[config.mk]
export PLATFORM = sky130hd
export DESIGN_NAME = tone_steer_validator
export DESIGN_NICKNAME = d
export VERILOG_FILES = /design/src/rtl/tsv_pkg.sv /design/src/rtl/tsv_sync.sv /design/src/rtl/tsv_win.sv /design/src/rtl/tsv_ctrl.sv /design/src/rtl/tone_steer_validator.sv
export SDC_FILE = /design/constraint.sdc
export NUM_CORES = 1
export LEC_CHECK = 0
export BUFFER_PORTS_ARGS = -buffer_cell sky130_fd_sc_hd__buf_2
export CAP_MARGIN = 40
export CORE_MARGIN = 4
export CORE_UTILIZATION = 35
export DETAILED_ROUTE_END_ITERATION = 8
export PLACE_DENSITY = 0.62
export SLEW_MARGIN = 20
export SYNTH_ARGS = -nofsm -noshare
export SYNTH_HDL_FRONTEND = slang
export SYNTH_SLANG_ARGS = --single-unit
[constraint.sdc]
create_clock -name clk -period 2.7 [get_ports clk]
set_input_delay 0.135 -clock clk [delete_from_list [all_inputs] [get_ports clk]]
set_output_delay 0.135 -clock clk [all_outputs]
set_load 0.02 [all_outputs]
[src/rtl/tsv_pkg.sv]
package tsv_pkg;
  typedef enum logic [1:0] {
    ST_IDLE   = 2'd0,
    ST_QUAL   = 2'd1,
    ST_SETTLE = 2'd2,
    ST_HOLD   = 2'd3
  } steer_st_t;
endpackage

[src/rtl/tsv_sync.sv]
module tsv_sync #(
  parameter int STAGES = 2
) (
  input  logic clk,
  input  logic rst,
  input  logic d_i,
  output logic q_o
);
  logic [STAGES-1:0] chain;

  generate
    if (STAGES == 1) begin : g_one
      always_ff @(posedge clk) begin
        if (rst) chain <= '0;
        else     chain <= d_i;
      end
    end else begin : g_many
      always_ff @(posedge clk) begin
        if (rst) chain <= '0;
        else     chain <= {chain[STAGES-2:0], d_i};
      end
    end
  endgenerate

  assign q_o = chain[STAGES-1];
endmodule

[src/rtl/tsv_win.sv]
module tsv_win #(
  parameter int CW = 8
) (
  input  logic          clk,
  input  logic          rst,
  input  logic          clr_i,
  input  logic          step_i,
  input  logic [CW-1:0] limit_i,
  output logic          last_o
);
  logic [CW-1:0] cnt;
  logic [CW:0]   nxt;
  logic [CW:0]   eff;

  assign nxt    = {1'b0, cnt} + 1'b1;
  assign eff    = (limit_i == '0) ? (CW+1)'(1) : {1'b0, limit_i};
  assign last_o = (nxt >= eff);

  always_ff @(posedge clk) begin
    if (rst || clr_i)                 cnt <= '0;
    else if (step_i && (cnt != '1))   cnt <= cnt + 1'b1;
  end
endmodule

[src/rtl/tsv_ctrl.sv]
module tsv_ctrl
  import tsv_pkg::*;
#(
  parameter int CW         = 8,
  parameter int SETTLE_CYC = 2
) (
  input  logic          clk,
  input  logic          rst,
  input  logic          est_s,
  input  logic [3:0]    code_i,
  input  logic [CW-1:0] present_ticks,
  input  logic [CW-1:0] absent_ticks,
  input  logic          irq_en_i,
  input  logic          status_rd_i,
  output logic [3:0]    rx_code_o,
  output logic          guard_o,
  output logic          steer_o,
  output logic          rx_full_o,
  output logic          irq_o
);
  localparam logic [CW-1:0] SETTLE_LIM = CW'(SETTLE_CYC);

  steer_st_t st_q, st_d;
  logic          clr, step, last;
  logic [CW-1:0] limit;
  logic          accept, rise, release_now;
  logic          full_d;

  always_comb begin
    case (st_q)
      ST_SETTLE: limit = SETTLE_LIM;
      ST_HOLD:   limit = absent_ticks;
      default:   limit = present_ticks;
    endcase
  end

  tsv_win #(.CW(CW)) u_win (
    .clk(clk), .rst(rst), .clr_i(clr), .step_i(step),
    .limit_i(limit), .last_o(last)
  );

  always_comb begin
    st_d        = st_q;
    clr         = 1'b0;
    step        = 1'b0;
    accept      = 1'b0;
    rise        = 1'b0;
    release_now = 1'b0;
    case (st_q)
      ST_IDLE, ST_QUAL: begin
        if (est_s) begin
          if (last) begin
            accept = 1'b1;
            clr    = 1'b1;
            st_d   = ST_SETTLE;
          end else begin
            step = 1'b1;
            st_d = ST_QUAL;
          end
        end else begin
          clr  = 1'b1;
          st_d = ST_IDLE;
        end
      end
      ST_SETTLE: begin
        if (last) begin
          rise = 1'b1;
          clr  = 1'b1;
          st_d = ST_HOLD;
        end else begin
          step = 1'b1;
        end
      end
      default: begin
        if (!est_s) begin
          if (last) begin
            release_now = 1'b1;
            clr         = 1'b1;
            st_d        = ST_IDLE;
          end else begin
            step = 1'b1;
          end
        end else begin
          clr = 1'b1;
        end
      end
    endcase
  end

  assign full_d = rise | (rx_full_o & ~status_rd_i);

  always_ff @(posedge clk) begin
    if (rst) begin
      st_q      <= ST_IDLE;
      rx_code_o <= '0;
      guard_o   <= 1'b0;
      steer_o   <= 1'b0;
      rx_full_o <= 1'b0;
      irq_o     <= 1'b0;
    end else begin
      st_q      <= st_d;
      rx_full_o <= full_d;
      irq_o     <= full_d & irq_en_i;
      if (accept) begin
        rx_code_o <= code_i;
        guard_o   <= 1'b1;
      end
      if (rise)        steer_o <= 1'b1;
      if (release_now) begin
        steer_o <= 1'b0;
        guard_o <= 1'b0;
      end
    end
  end

  // acceptance only follows a present sample
  a_r2_accept_on_tone: assert property (@(posedge clk) disable iff (rst)
    $rose(guard_o) |-> $past(est_s));
  // receive register moves only on acceptance
  a_r3_code_hold: assert property (@(posedge clk) disable iff (rst)
    !$rose(guard_o) |-> $stable(rx_code_o));
  // steering rises inside an accepted tone, code already settled
  a_r5_steer_after_guard: assert property (@(posedge clk) disable iff (rst)
    $rose(steer_o) |-> (guard_o && $stable(rx_code_o)));
  // release follows an absent sample and drops guard too
  a_r7_release_absent: assert property (@(posedge clk) disable iff (rst)
    $fell(steer_o) |-> (!guard_o && !$past(est_s)));
  a_r7_guard_with_steer: assert property (@(posedge clk) disable iff (rst)
    $fell(guard_o) |-> $fell(steer_o));
  // every steering rise leaves receive-full set
  a_r8_full_on_rise: assert property (@(posedge clk) disable iff (rst)
    $rose(steer_o) |-> rx_full_o);
  // no request without enable
  a_r9_irq_enabled: assert property (@(posedge clk) disable iff (rst)
    irq_o |-> $past(irq_en_i));
endmodule

[src/rtl/tone_steer_validator.sv]
module tone_steer_validator #(
  parameter int CW          = 8,
  parameter int SETTLE_CYC  = 2,
  parameter int SYNC_STAGES = 2
) (
  input  logic          clk,
  input  logic          rst,
  input  logic          est_i,
  input  logic [3:0]    code_i,
  input  logic [CW-1:0] present_ticks,
  input  logic [CW-1:0] absent_ticks,
  input  logic          irq_en_i,
  input  logic          status_rd_i,
  output logic [3:0]    rx_code_o,
  output logic          guard_o,
  output logic          steer_o,
  output logic          rx_full_o,
  output logic          irq_o
);
  logic est_s;

  // resynchronise the detector level
  tsv_sync #(.STAGES(SYNC_STAGES)) u_sync (
    .clk(clk), .rst(rst), .d_i(est_i), .q_o(est_s)
  );

  tsv_ctrl #(.CW(CW), .SETTLE_CYC(SETTLE_CYC)) u_ctrl (
    .clk(clk), .rst(rst), .est_s(est_s), .code_i(code_i),
    .present_ticks(present_ticks), .absent_ticks(absent_ticks),
    .irq_en_i(irq_en_i), .status_rd_i(status_rd_i),
    .rx_code_o(rx_code_o), .guard_o(guard_o), .steer_o(steer_o),
    .rx_full_o(rx_full_o), .irq_o(irq_o)
  );
endmodule

==> summary.md <==
| Metric | Value |
|---|---|
| Total half-perimeter wirelength after legalization and detailed placement | `roughly 2100 um` |
| Final Setup Violations | `0` |
| Top-area cell type share of the netlist area | `0.336` |
| Max Cap Viol | `0` |
| Number of warnings issued by yosys | `0` |
| Overall Power | `between 600 and 700 uW` |
| Clock transition time at the flip-flop clock pins of the worst setup and hold paths | `0.12 ns` |
| Leakage power | `0.000683 uW` |
| Area after DPL | `1430 sq um` |
| GRT Util Overall | `0.132` |
| Mapped Avg Cell Area | `9.31 sq um` |
| Type of the worst setup path | `reg -> reg` |
| Max H-tree Level | `1` |
| Layout Cells excl Fill | `212` |
| Number of antenna repair diodes | `0` |
| Worst Skew | `0.00859 ns` |
| Buffer cell driving the clock tree root | `sky130_fd_sc_hd__clkbuf_4` |
| Met2 wirelength from detailed routing | `1260 um` |
| Endpoint, Worst Hold | `u_sync.chain[0]` |
| Remaining global-route overflow | `0` |
| Area of the die | `4400 sq um` |
| Number of nets in the finished design | `203` |
| Startpoint of the most critical register-to-register path | `u_ctrl.u_win.cnt[3]` |
| Synth-to-layout area growth | `29.6%` |
| Number of storage elements in the synthesis netlist | `20` |
| Setup slack, reg-to-reg | `0.16 ns` |
| Pins Over Slew Limit | `0` |
| Category of the worst setup path capture point | `register` |
| Initial antenna violation count | `0` |
| CTS tree | `built` |
| Depth of the worst hold-timing path | `2` |
| Shortest clock period the worst path allows after layout | `2.54 ns` |
| Total nets after synthesis | `approximately 160` |
| Crit start category | `register` |
| Post-detailed-route wirelength per cell | `~12 um` |
| Placer congestion estimate | `0.842` |
| Ranking of synthesized cells by area | `sky130_fd_sc_hd__dfxtp_1 (34%), sky130_fd_sc_hd__ha_1 (9.5%), sky130_fd_sc_hd__nor2b_1 (8.9%)` |
| Count of pins on the block boundary | `33` |
| Highest routing layer actually used | `met4` |
| Status | `complete, no violations` |
| Residual antenna-violating net count after detailed routing | `0` |
| Hold/Removal Path Class | `in -> reg` |
| Final period utilization | `0.941` |
| Top cell type by total area after synthesis | `sky130_fd_sc_hd__dfxtp_1` |
| FILL cells | `323` |
| Area of all placed cells without fillers | `around 1500 sq um` |
| Worst r2r dst | `u_ctrl.guard_o` |
| DR vias | `1023` |
| Critical path data arrival time | `2.76 ns` |
| Actual transition at the worst max-transition pin | `between 0.3 and 0.4 ns` |
| Post-route met1 wirelength | `~1200 um` |
| Data required time of the worst path | `around 2.9 ns` |
| Count of buffers inserted at the top-level ports | `32` |
| Maximum fanout count along the critical path | `5` |
| Instance count of the mapped netlist | `around 130` |
| Share of the yosys chip area belonging to registers | `0.336` |
| Die outline width | `66.3 um` |
| Cell area after synthesis | `1190 sq um` |
| Die Y | `roughly 66 um` |
| Maximum number of pins on one net before global-route repair | `18` |
| Maximum number of buffers from clock root to sink | `2` |
| Logic depth of the worst register-to-register path | `10` |
| Origin of the worst setup path | `u_ctrl.u_win.cnt[3]` |
| Rel. slew slack | `0.770` |
| Number of buffers created by CTS | `3` |
| Global-route wire length before repair | `4530 um` |
| Hold Violations, Final | `0` |
| Drt first-iter violations | `31` |
| Share of final-layout standard cells stronger than drive strength 1 | `0.351` |
| DRC Markers | `0` |
| Total wire length | `2580 um` |
| Vias in the first global route | `1065` |
| Number of rows in the core area | `20` |
| Starting Density | `0.378` |
| Number of different library cells in the post-synthesis netlist | `35` |
| Maximum operating frequency | `394 MHz` |
| Clock network latency to the later pin of the worst-skew pair | `0.30 ns` |
| Num Clock Sinks | `20` |
| Maximum resistive drop on vdd | `between 200 and 250 uV` |
| Power Dens Cells | `392 nW/um^2` |
| Via-per-instance ratio | `approximately 4.8` |
| Drt first pass iters | `4` |
| Min-delay src | `est_i` |
| Total instance count after detailed placement | `206` |
| WL met3 | `roughly 120 um` |
| Core area | `3150 sq um` |
-- synth_stat cells --
master,number
sky130_fd_sc_hd__xor2_1,3
sky130_fd_sc_hd__dfxtp_1,20
sky130_fd_sc_hd__o21ai_0,3
sky130_fd_sc_hd__a21o_1,4
sky130_fd_sc_hd__o31ai_1,1
sky130_fd_sc_hd__and2_0,1
sky130_fd_sc_hd__nand2b_1,10
sky130_fd_sc_hd__nor2b_1,17
sky130_fd_sc_hd__o21a_1,1
sky130_fd_sc_hd__and4_4,1
sky130_fd_sc_hd__nor3_1,2
sky130_fd_sc_hd__mux2i_1,4
sky130_fd_sc_hd__o211ai_2,1
sky130_fd_sc_hd__buf_2,1
sky130_fd_sc_hd__nand2_1,5
sky130_fd_sc_hd__inv_1,1
sky130_fd_sc_hd__nor3b_1,1
sky130_fd_sc_hd__and3_1,1
sky130_fd_sc_hd__a211oi_1,3
sky130_fd_sc_hd__nor3b_4,1
sky130_fd_sc_hd__o211a_4,1
sky130_fd_sc_hd__and3_4,1
sky130_fd_sc_hd__clkbuf_1,2
sky130_fd_sc_hd__nand4_4,1
sky130_fd_sc_hd__nand3_1,5
sky130_fd_sc_hd__a21bo_1,1
sky130_fd_sc_hd__a31oi_1,1
sky130_fd_sc_hd__a21oi_1,12
sky130_fd_sc_hd__nand3_2,1
sky130_fd_sc_hd__ha_1,9
sky130_fd_sc_hd__nand4_1,1
sky130_fd_sc_hd__nor2_1,7
sky130_fd_sc_hd__o22ai_1,1
sky130_fd_sc_hd__a221oi_4,1
sky130_fd_sc_hd__xnor2_1,3
-- cells by family (layout without fill, tap and decap cells) --
family          count (synthesis)  in the layout  synth area share
buf+inv                         4             44            0.0137
fa+ha+maj                       9              9            0.0945
xor+xnor                        6              6            0.0441
flops                          20             20             0.336
simple gates                   55             55             0.292
compound gates                 30             30             0.186
mux                             4              4            0.0336
-- flip-flops by register name, indices dropped and copies added (netlist names) --
signal,cells
u_ctrl.guard_o,1
u_ctrl.irq_o,1
u_ctrl.rx_code_o,4
u_ctrl.rx_full_o,1
u_ctrl.st_q,2
u_ctrl.steer_o,1
u_ctrl.u_win.cnt,8
u_sync.chain,2
-- how the worst max path moves through the flow --
stage | slack, ns | cells past startpoint | end
2_1_floorplan | 0.30 | 11 | u_ctrl.guard_o
3_3_place_gp | 0.18 | 10 | u_ctrl.guard_o
3_5_place_dp | 0.06 | 10 | u_ctrl.guard_o
4_1_cts | 0.05 | 10 | u_ctrl.guard_o
5_1_grt | -0.01 | 10 | u_ctrl.rx_code_o[2]
6_report | 0.16 | 10 | u_ctrl.guard_o
-- power breakdown --
part | internal (uW) | switching (uW)
combinational | 32.1 | 27.9
clock | 150 | 94.8
sequential | 298 | 2.23
-- timing repair --
| action | in CTS | in global routing |
|---|---|---|
| pin swaps | 0 | 2 |
| setup endpoints to repair | 1 | 13 |
| hold buffers | 0 | 0 |
| setup buffers | 0 | 2 |
| resized for setup | 1 | 10 |
| hold endpoints to repair | 0 | 0 |
-- cell usage in the layout (no fill, tap or decap), types with 4 or more instances in the layout --
| cell type | netlist | final |
|---|---|---|
| sky130_fd_sc_hd__buf_4 | 0 | 7 |
| sky130_fd_sc_hd__a21o_1 | 4 | 4 |
| sky130_fd_sc_hd__dfxtp_1 | 20 | 18 |
| sky130_fd_sc_hd__nor2b_1 | 17 | 17 |
| sky130_fd_sc_hd__nand2_1 | 5 | 5 |
| sky130_fd_sc_hd__nand3_1 | 5 | 4 |
| sky130_fd_sc_hd__nand2b_1 | 10 | 10 |
| sky130_fd_sc_hd__nor2_1 | 7 | 6 |
| sky130_fd_sc_hd__mux2i_1 | 4 | 4 |
| sky130_fd_sc_hd__buf_2 | 1 | 32 |
| sky130_fd_sc_hd__a21oi_1 | 12 | 9 |
| sky130_fd_sc_hd__ha_1 | 9 | 9 |
-- per-stage QoR --
stage / TNS [ns] / hold slack (ns) / utilization / setup slack (ns)
floorplan: 0 / 0.263 / - / 0.303
global placement: 0 / 0.344 / 0.454 / 0.179
detailed placement: 0 / 0.373 / 0.454 / 0.0605
CTS: 0 / 0.0399 / 0.473 / 0.0456
global route: -0.0196 / 0.0204 / 0.490 / -0.0128
finish: 0 / 0.0432 / 0.490 / 0.160
-- worst max-delay path, cell delays in order, from the launching register on --
cell                       delay (ns)
sky130_fd_sc_hd__dfxtp_2         0.38
sky130_fd_sc_hd__and4_4          0.26
sky130_fd_sc_hd__nand2_1         0.10
sky130_fd_sc_hd__nor2_2          0.13
sky130_fd_sc_hd__xor2_1          0.16
sky130_fd_sc_hd__ha_1            0.29
sky130_fd_sc_hd__and3_4          0.22
sky130_fd_sc_hd__a221oi_4        0.35
sky130_fd_sc_hd__o211ai_4        0.16
sky130_fd_sc_hd__a21bo_1         0.18
sky130_fd_sc_hd__a211oi_1        0.24
-- final cells by class --
class / count / area, sq um / share of cell area
timing repair buffer: 39 / 213 / 0.138
inverter: 1 / 3.75 / 0.00243
clock buffer: 3 / 22.5 / 0.0146
sequential: 20 / 403 / 0.261
clock inverter: 1 / 30.0 / 0.0194
multi-input combinational: 104 / 817 / 0.529
tap: 44 / 55.1 / 0.0357
-- layer usage --
layer,vias up,track usage
li1,534,-
met1,463,0.161
met2,24,0.226
met3,2,0.0357
met4,0,0.0381
met5,-,0
(Power assumes the default switching activity.)
